[src/rtl/ccdseq_pkg.sv]
package ccdseq_pkg;

  typedef enum logic [2:0] {
    ST_IDLE   = 3'd0,
    ST_INTEG  = 3'd1,
    ST_VXFER  = 3'd2,
    ST_HSETUP = 3'd3,
    ST_HSHIFT = 3'd4,
    ST_DONE   = 3'd5
  } seq_state_t;

  // true while a tick lies in the first half of a pixel period
  function automatic logic in_first_half(input int unsigned t, input int unsigned per);
    return t < (per / 2);
  endfunction

  // true when a pixel-count lies inside the first vertical pulse
  function automatic logic in_first_vpulse(input int unsigned c, input int unsigned vpix);
    return c < vpix;
  endfunction

endpackage

[src/rtl/ccdseq_pixel_timer.sv]
module ccdseq_pixel_timer #(
  parameter int TPP = 10,
  localparam int TW = (TPP > 1) ? $clog2(TPP) : 1
) (
  input  logic          clk,
  input  logic          rst_n,
  output logic [TW-1:0] tick,
  output logic          pix_last
);
  localparam logic [TW-1:0] LAST = TW'(TPP - 1);

  assign pix_last = (tick == LAST);

  always_ff @(posedge clk or negedge rst_n) begin
    if (!rst_n)        tick <= '0;
    else if (pix_last) tick <= '0;
    else               tick <= tick + 1'b1;
  end


  rg_period_chk: assert property (@(posedge clk) disable iff (!rst_n)
    pix_last |=> (tick == '0));
endmodule

[src/rtl/ccdseq_fsm.sv]
module ccdseq_fsm import ccdseq_pkg::*; #(
  parameter int INT_W        = 24,
  parameter int LINES        = 3086,
  parameter int PIX_PER_LINE = 3103,
  parameter int VPULSE_PIX   = 80,
  parameter int HSETUP_PIX   = 32,
  localparam int LW = (LINES > 1) ? $clog2(LINES) : 1
) (
  input  logic             clk,
  input  logic             rst_n,
  input  logic             start,
  input  logic             abort,
  input  logic [INT_W-1:0] int_pix,
  input  logic             pix_last,
  output seq_state_t       state,
  output logic [INT_W-1:0] cnt,
  output logic [LW-1:0]    line
);
  localparam logic [INT_W-1:0] VX_LAST = INT_W'(2 * VPULSE_PIX - 1);
  localparam logic [INT_W-1:0] HS_LAST = INT_W'(HSETUP_PIX - 1);
  localparam logic [INT_W-1:0] PX_LAST = INT_W'(PIX_PER_LINE - 1);
  localparam logic [LW-1:0]    LN_LAST = LW'(LINES - 1);

  logic [INT_W-1:0] int_q;

  always_ff @(posedge clk or negedge rst_n) begin
    if (!rst_n) begin
      state <= ST_IDLE;
      cnt   <= '0;
      line  <= '0;
      int_q <= '0;
    end else if (pix_last) begin
      if (abort) begin
        state <= ST_IDLE;
        cnt   <= '0;
        line  <= '0;
      end else begin
        unique case (state)
          ST_IDLE: if (start) begin
            state <= ST_INTEG;
            int_q <= int_pix;
            cnt   <= '0;
          end
          ST_INTEG: begin
            if (cnt == int_q) begin
              state <= ST_VXFER;
              cnt   <= '0;
            end else cnt <= cnt + 1'b1;
          end
          ST_VXFER: begin
            if (cnt == VX_LAST) begin
              state <= ST_HSETUP;
              cnt   <= '0;
            end else cnt <= cnt + 1'b1;
          end
          ST_HSETUP: begin
            if (cnt == HS_LAST) begin
              state <= ST_HSHIFT;
              cnt   <= '0;
            end else cnt <= cnt + 1'b1;
          end
          ST_HSHIFT: begin
            if (cnt == PX_LAST) begin
              cnt <= '0;
              if (line == LN_LAST) begin
                state <= ST_DONE;
                line  <= '0;
              end else begin
                state <= ST_VXFER;
                line  <= line + 1'b1;
              end
            end else cnt <= cnt + 1'b1;
          end
          ST_DONE: begin
            state <= ST_IDLE;
            cnt   <= '0;
          end
          default: state <= ST_IDLE;
        endcase
      end
    end
  end


  abort_idle_chk: assert property (@(posedge clk) disable iff (!rst_n)
    (abort && pix_last) |=> (state == ST_IDLE));


  done_idle_chk: assert property (@(posedge clk) disable iff (!rst_n)
    (state == ST_DONE && pix_last) |=> (state == ST_IDLE));


  start_hold_chk: assert property (@(posedge clk) disable iff (!rst_n)
    (!pix_last) |=> $stable(state));
endmodule

[src/rtl/ccdseq_phase_gen.sv]
module ccdseq_phase_gen import ccdseq_pkg::*; #(
  parameter int TPP         = 10,
  parameter int INT_W       = 24,
  parameter int LW          = 12,
  parameter int VPULSE_PIX  = 80,
  parameter int CLAMP_TICK  = 3,
  parameter int SAMPLE_TICK = 8,
  localparam int TW = (TPP > 1) ? $clog2(TPP) : 1
) (
  input  seq_state_t       state,
  input  logic [INT_W-1:0] cnt,
  input  logic [LW-1:0]    line,
  input  logic [TW-1:0]    tick,
  output logic             vphase1,
  output logic             vphase2,
  output logic             hphase1,
  output logic             hphase2,
  output logic             rgate,
  output logic             clamp_stb,
  output logic             sample_stb,
  output logic             line_mark,
  output logic             frame_mark
);
  logic shifting, xfer, early;

  assign shifting = (state == ST_HSHIFT);
  assign xfer     = (state == ST_VXFER);
  assign early    = in_first_vpulse(32'(cnt), VPULSE_PIX);

  assign vphase1 = xfer && early;
  assign vphase2 = xfer && !early;

  assign hphase1 = !shifting || in_first_half(32'(tick), TPP);
  assign hphase2 = shifting && !in_first_half(32'(tick), TPP);

  assign rgate      = (tick == '0);
  assign clamp_stb  = shifting && (tick == TW'(CLAMP_TICK));
  assign sample_stb = shifting && (tick == TW'(SAMPLE_TICK));

  assign line_mark  = shifting && (cnt == '0) && (tick == '0);
  assign frame_mark = line_mark && (line == '0);
endmodule

[src/rtl/ccd_clock_seq.sv]
module ccd_clock_seq import ccdseq_pkg::*; #(
  parameter int TPP          = 10,
  parameter int INT_W        = 24,
  parameter int LINES        = 3086,
  parameter int PIX_PER_LINE = 3103,
  parameter int VPULSE_PIX   = 80,
  parameter int HSETUP_PIX   = 32,
  parameter int CLAMP_TICK   = 3,
  parameter int SAMPLE_TICK  = 8
) (
  input  logic             clk,
  input  logic             rst_n,
  input  logic             start,
  input  logic             abort,
  input  logic [INT_W-1:0] int_pix,
  output logic             vphase1,
  output logic             vphase2,
  output logic             hphase1,
  output logic             hphase2,
  output logic             rgate,
  output logic             clamp_stb,
  output logic             sample_stb,
  output logic             line_mark,
  output logic             frame_mark
);
  localparam int TW = (TPP > 1) ? $clog2(TPP) : 1;
  localparam int LW = (LINES > 1) ? $clog2(LINES) : 1;

  logic [TW-1:0]    tick;
  logic             pix_last;
  seq_state_t       state;
  logic [INT_W-1:0] cnt;
  logic [LW-1:0]    line;

  ccdseq_pixel_timer #(.TPP(TPP)) u_timer (
    .clk(clk), .rst_n(rst_n), .tick(tick), .pix_last(pix_last));

  ccdseq_fsm #(
    .INT_W(INT_W), .LINES(LINES), .PIX_PER_LINE(PIX_PER_LINE),
    .VPULSE_PIX(VPULSE_PIX), .HSETUP_PIX(HSETUP_PIX)
  ) u_fsm (
    .clk(clk), .rst_n(rst_n), .start(start), .abort(abort),
    .int_pix(int_pix), .pix_last(pix_last),
    .state(state), .cnt(cnt), .line(line));

  ccdseq_phase_gen #(
    .TPP(TPP), .INT_W(INT_W), .LW(LW), .VPULSE_PIX(VPULSE_PIX),
    .CLAMP_TICK(CLAMP_TICK), .SAMPLE_TICK(SAMPLE_TICK)
  ) u_phase (
    .state(state), .cnt(cnt), .line(line), .tick(tick),
    .vphase1(vphase1), .vphase2(vphase2), .hphase1(hphase1), .hphase2(hphase2),
    .rgate(rgate), .clamp_stb(clamp_stb), .sample_stb(sample_stb),
    .line_mark(line_mark), .frame_mark(frame_mark));


  v_excl_chk: assert property (@(posedge clk) disable iff (!rst_n)
    !(vphase1 && vphase2));


  hload_chk: assert property (@(posedge clk) disable iff (!rst_n)
    $fell(vphase2) |-> (hphase1 && !hphase2));


  rg_width_chk: assert property (@(posedge clk) disable iff (!rst_n)
    rgate |=> !rgate);


  frame_mark_chk: assert property (@(posedge clk) disable iff (!rst_n)
    frame_mark |-> (line_mark && hphase1));


  strobe_shift_chk: assert property (@(posedge clk) disable iff (!rst_n)
    (clamp_stb || sample_stb) |-> !(vphase1 || vphase2));
endmodule

[config.mk]
export PLATFORM = sky130hd
export DESIGN_NAME = ccd_clock_seq
export DESIGN_NICKNAME = d
export VERILOG_FILES = /design/src/rtl/ccdseq_pkg.sv /design/src/rtl/ccdseq_pixel_timer.sv /design/src/rtl/ccdseq_fsm.sv /design/src/rtl/ccdseq_phase_gen.sv /design/src/rtl/ccd_clock_seq.sv
export SDC_FILE = /design/constraint.sdc
export NUM_CORES = 1
export LEC_CHECK = 0
export ABC_CLOCK_PERIOD_IN_PS = 2900
export BUFFER_PORTS_ARGS = -buffer_cell sky130_fd_sc_hd__clkbuf_2
export CAP_MARGIN = 30
export CORE_MARGIN = 5
export CORE_UTILIZATION = 59
export CTS_CLUSTER_DIAMETER = 150
export DETAILED_ROUTE_END_ITERATION = 8
export PLACE_DENSITY = 0.89
export SYNTH_ARGS = -nofsm -noshare
export SYNTH_HDL_FRONTEND = slang
export SYNTH_SLANG_ARGS = --single-unit
[constraint.sdc]
create_clock -name clk -period 2.9 [get_ports clk]
set_input_delay 0.725 -clock clk [delete_from_list [all_inputs] [get_ports clk]]
set_output_delay 0.725 -clock clk [all_outputs]
set_load 0.01 [all_outputs]
==> flow_summary.toml, run 1 <==
[outcome]
status = "completed"

[setup_path]
path_delay_family = "simple AND/OR/NAND/NOR gates"
crit_path_end_kind = "primary output"
cp_num_buf_inv = 1
slowest_stage = "or4_4"
cpMostUsedCell = "or4_4"
worstPathArrival_ps = 2110
cp.required_ps = 2170
max_stage_delay_ps = 550
worstPathCellList = "or4_4, or4_4, nor2_1, nor3_1, clkbuf_2"
crit_fanout = 4
start_kind = "flip-flop"
path_class = "reg2out"

[synthesis]
synth_edf_count = 0
synth_compound_area_share_pct = 15.62
ys_seq_area_share_pct = 43.16
syn-cell-area_um2 = 3885
synthAdderAreaFrac_pct = 1.932
synth_mux_area_share_pct = 7.729
synth_top_family_by_area = "simple AND/OR/NAND/NOR gates"
yosys_warnings = 0
netlist_instances = 412
syn_area_per_cell_um2 = 9.430
synth_top_flop_cell = "dfrtp_1"
synthXorXnorAreaFrac_pct = 5.862
async_flop_share_pct = 100.0
syn-num-nets = 446
synth-simple-area-share_pct = 21.67
ys_seq_elements = 67
synth_cell_types = 50

[clocking]
path_clk_slew_ps = 80
cts_buffers = 9
h-tree-depth = 3
cts_root_buffer = "clkbuf_8"
cts_num_sinks = 67
insertion_delay_ps = 350
cts_tree = "yes"
clock_path_buffers = 2
ctsHoldBuffers = 0

[final_layout]
most-common-layout-cells = "dfrtp_1, clkbuf_2, nor2_1"
layout.nets = 490
syn_to_final_growth_pct = 15.88
mostFrequentLayoutCell = "dfrtp_1"
stdcell_count = 538
drive_gt1_share_pct = 24.51
fillers = 421
ff_latch_area_um2 = 1678
antennaDiodeCount = 0
multi_input_area_um2 = 2100

[die]
die_w_um = 91.15
rows = 29
pin_count = 37
start_util_pct = 60.83
coreArea_um2 = 6386
die_area_um2 = 8307
dieHeight_um = 91.15

[drt]
drtIter0Drc = 376
drt-total-wl_um = 10170
ant_nets = 0
drt-pass1-iter-count = 5
via_per_inst = 6.507
num_vias = 3501
wl_per_cell_um = 18.90
post-route-drc-count = 0

[sta]
fmax_ghz = 0.3528
hold_viol_final = 0
drv_slew = 0
finalSetupViolCount = 0
period_share_pct = 97.75
relSlewSlack_pct = 40.69
tightest_slew_ps = 886.4
fin_skew_ps = 8.862
fin_crit_ps = 2835
fin_ws_ps = 65.14

[flow_run]
cap_violations = 0

[power]
worst_ir_drop_vdd_v = 0.0005605
powerDensity_nw_per_um2 = 521.0
p_leak_uw = 0.002052

[global_route]
grt_overflow = 0
grtUsageTotal_pct = 24.68
grt_pass1_wl_um = 16600
grt_pass1_vias = 3370
antenna_found_initial = 0
grt_max_degree = 68

[place]
hpwl_um = 6847
dp.cells = 520
place_ws_ps = 104.6
place.gp.congestion = 0.8684
io_buffer_count = 36

[worst_hold_path]
hold_path_class = "reg2reg"
kinds of logic (layout without fill, tap and decap cells):
logic type | after synthesis | after routing
xor gates and xnor gates | 26 | 26
DFF | 67 | 67
and+or+nand+nor | 159 | 159
AOI/OAI and AO/OA | 91 | 91
adders and majority gates | 6 | 6
buffers and inverters | 36 | 85
muxes | 27 | 27
power by group:
part	total (µW)	internal [µW]	switching, µW
sequential	1050	990	55.3
combinational	335	158	177
clock	965	578	387
flip-flops by register name (all words and copies together), names as in the netlist:
| signal | flops |
|---|---|
| u_fsm.int_q | 24 |
| u_fsm.line | 12 |
| u_fsm.state | 3 |
| u_timer.tick | 4 |
| u_fsm.cnt | 24 |
routing by layer:
metal / share of wire [%] / vias up / GRT usage (%)
li1: - / 1573 / -
met4: 3.4 / 0 / 10.02
met3: 7.7 / 36 / 5.785
met1: 41 / 1693 / 32.83
met5: 0 / - / 0
met2: 48 / 199 / 38.94
Yosys cell counts, types with 3 or more instances:
library cell	count	area share [%]
a21o_1	8	1.5
a21oi_1	11	1.4
a22o_1	9	2.0
and2_1	6	0.97
and3_1	6	0.97
and4_1	3	0.68
clkbuf_1	18	1.7
dfrtp_1	67	43
ha_1	6	1.9
inv_1	13	1.3
mux2_2	24	7.0
mux2i_1	3	0.77
nand2_1	27	2.6
nand2b_1	6	0.97
nand3_1	14	1.8
nand4_1	14	2.3
nor2_1	33	3.2
nor2b_1	11	1.8
nor3_1	10	1.3
nor4_1	14	2.3
o21ai_0	30	3.9
o21ai_1	6	0.77
o31ai_1	11	2.1
or3_1	6	0.97
xnor2_1	25	5.6
path summary, 6_finish.rpt:
check | startpoint | endpoint | slack, ps | cells after the start
min in group asynchronous | rst_n | u_fsm.int_q[15] | 560 | 2
min | u_fsm.line[9] | u_fsm.line[9] | 520 | 1
max | u_fsm.cnt[20] | vphase2 | 70 | 5
max in group asynchronous | rst_n | u_fsm.cnt[9] | 1770 | 2
min reg2reg | u_fsm.line[9] | u_fsm.line[9] | 520 | 1
max reg2reg | u_fsm.cnt[20] | u_fsm.cnt[4] | 120 | 7
repair_timing:
item / 4_1_cts / 5_1_grt
pin swaps: 4 / 1
setup endpoints to repair: 4 / 3
buffers inserted: 2 / 0
gates resized for setup: 7 / 3
area by class of cell:
| class | count | share of cell area, % |
|---|---|---|
| clock buffer | 9 | 2.752 |
| clock inverter | 7 | 2.779 |
| inverter | 13 | 1.084 |
| multi-input combinational | 309 | 46.64 |
| sequential | 67 | 37.27 |
| tap | 77 | 2.140 |
| timing repair buffer | 56 | 7.337 |
metrics by stage:
stage                     setup TNS, ps  hold WS (ps)  power, µW  area (µm²)  util, %
final                                 0         523.6       2346        4502    70.49
after global routing             -20.89         533.7       2436        4502    70.49
after CTS                             0         518.4       2347        4489    70.30
after detailed placement              0         501.1       1387        4189    65.60
after global placement                0         487.7       1370        4189    65.60
after floorplan                       0         429.4       1279        3885        -
(Power assumes the default switching activity.)
==> run 2: changes to the inputs <==
--- a/config.mk
+++ b/config.mk
@@ -5,14 +5,14 @@
 export SDC_FILE = /design/constraint.sdc
 export NUM_CORES = 1
 export LEC_CHECK = 0
-export ABC_CLOCK_PERIOD_IN_PS = 2900
 export BUFFER_PORTS_ARGS = -buffer_cell sky130_fd_sc_hd__clkbuf_2
 export CAP_MARGIN = 30
 export CORE_MARGIN = 5
-export CORE_UTILIZATION = 59
+export CORE_UTILIZATION = 60
+export CTS_BUF_LIST = sky130_fd_sc_hd__clkbuf_2
 export CTS_CLUSTER_DIAMETER = 150
 export DETAILED_ROUTE_END_ITERATION = 8
-export PLACE_DENSITY = 0.89
+export PLACE_DENSITY = 0.91
 export SYNTH_ARGS = -nofsm -noshare
 export SYNTH_HDL_FRONTEND = slang
 export SYNTH_SLANG_ARGS = --single-unit
==> run 2 against run 1 <==
The run now ends with setup timing left. Die area is 1.5% lower. First-iteration DRC count is 23% higher. Largest power group unchanged. Wire length increased by 2.6%. Worst setup slack got worse by 260 ps. Clock power is 31% lower. Critical path type unchanged. Core utilization decreased by 0.58 points. Highest routed layer unchanged. Register-to-register slack gained 20 ps. Final cell count rose by 0.56%. Non-clock buffer count is 3 higher. Hold slack got worse by 160 ps. Sequential power is essentially flat.
==> flow_summary.toml, run 2 (synthesis gave the netlist of run 1 again) <==
[outcome]
status = "complete, but fails checks"
violations = "setup timing"

[power]
powerDensity_nw_per_um2 = 465.4
p_leak_uw = 0.002020
power_uw = 2054
worst_ir_drop_vdd_v = 0.0004218

[drt]
via_per_inst = 6.640
drt-pass1-iter-count = 6
post-route-drc-count = 0
drt-total-wl_um = 10440
num_vias = 3592
drtIter0Drc = 462
wl_per_cell_um = 19.29
ant_nets = 0

[setup_path]
path_delay_family = "simple AND/OR/NAND/NOR gates"
crit_path_end_kind = "primary output"
max_stage_delay_ps = 580
cp.required_ps = 2170
worstPathArrival_ps = 2370
cp_num_buf_inv = 1
start_kind = "flip-flop"
path_class = "reg2out"
worstPathCellList = "or4_4, or4_4, nor4_2, buf_2"
slowest_stage = "or4_4"
crit_fanout = 4
reg2reg_slack_ps = 140
cpMostUsedCell = "or4_4"

[sta]
drv_slew = 0
hold_viol_final = 0
fin_ws_ps = -198.5
fin_tns_setup_ps = -694.0
fmax_ghz = 0.3227
rsz0062_at_grt = "true"
fin_crit_ps = 3099
whs_ps = 358.7
period_share_pct = 106.8
fin_skew_ps = 16.35
relSlewSlack_pct = 38.51
tightest_slew_ps = 919.0
finalSetupViolCount = 4

[global_route]
grt_overflow = 0
grt_use_met1_pct = 32.74
grt_pass1_vias = 3493
use_met3_pct = 5.167
grt_util_met2_pct = 39.71
top_usage_layer = "met2"
grtUsageTotal_pct = 25.26
grt_pass1_wl_um = 17020
grt_max_degree = 68
antenna_found_initial = 0

[final_layout]
layout.nets = 493
syn_to_final_growth_pct = 13.62
antennaDiodeCount = 0
most-common-layout-cells = "dfrtp_1, clkbuf_2, nor2_1"
drive_gt1_share_pct = 25.00
stdcell_area_um2 = 4414
top_regs = "u_fsm.cnt (24), u_fsm.int_q (24), u_fsm.line (12)"
mostFrequentLayoutCell = "dfrtp_1"

[clocking]
cts_num_sinks = 67
insertion_delay_ps = 510
cts_buffers = 9
path_clk_slew_ps = 220
ctsHoldBuffers = 0
cts_root_buffer = "clkbuf_2"
cts_tree = "yes"
h-tree-depth = 3
clock_path_buffers = 2

[place]
place_ws_ps = 154.3
placed_cell_area_um2 = 4197
place.gp.congestion = 0.9071
hpwl_um = 7129
io_buffer_count = 36

[die]
die_area_um2 = 8184
start_util_pct = 61.53
dieHeight_um = 90.47
rows = 29
pin_count = 37
die_w_um = 90.47
coreArea_um2 = 6314

[worst_hold_path]
hold_path_class = "in2async"

[flow_run]
cap_violations = 0
[run 2: stage by stage]
stage               utilization, %  instances
global route                 69.92        541
floorplan                        -        412
finish                       69.92        541
CTS                          69.76        540
global placement             66.47        521
detailed placement           66.47        521
[run 2: worst paths after layout]
kind | startpoint | end | cells after the start
setup / recovery | u_fsm.cnt[14] | vphase1 | 4
hold / removal | rst_n | u_fsm.cnt[8] | 2
setup reg to reg | u_fsm.cnt[9] | u_fsm.cnt[2] | 9
hold reg to reg | u_fsm.line[9] | u_fsm.line[9] | 1
max in group asynchronous | rst_n | u_fsm.state[1] | 2
min in group clk | int_pix[17] | u_fsm.int_q[17] | 2
[run 2: power by group]
part	internal [µW]	leakage [µW]	switching, µW	total [µW]
sequential	991	0.000898	57.7	1050
combinational	159	0.00104	179	337
clock	291	0.0000787	378	668
total	1440	0.00202	614	2050
[run 2: repair_timing]
action | CTS | global route
gates resized for setup | 7 | 4
pin swaps | 5 | 4
setup buffers | 3 | 1
setup endpoints to repair | 4 | 5
[run 2: cell type report]
type                            instances  area [µm²]
Clock buffer                            9       45.04
Timing Repair Buffer                   59       352.8
Tap cell                               77       96.34
Sequential cell                        67        1677
Clock inverter                          7       101.3
Inverter                               13       48.80
Multi-Input combinational cell        309        2093
Fill cell                             437        1899
[run 2: layer usage]
layer | share of wire [%] | vias to the layer above | wire [µm]
met5 | 0 | - | 0
met4 | 4.3 | 0 | 446
met3 | 8.2 | 65 | 851
met2 | 49 | 217 | 5071
met1 | 39 | 1725 | 4069
li1 | - | 1585 | -
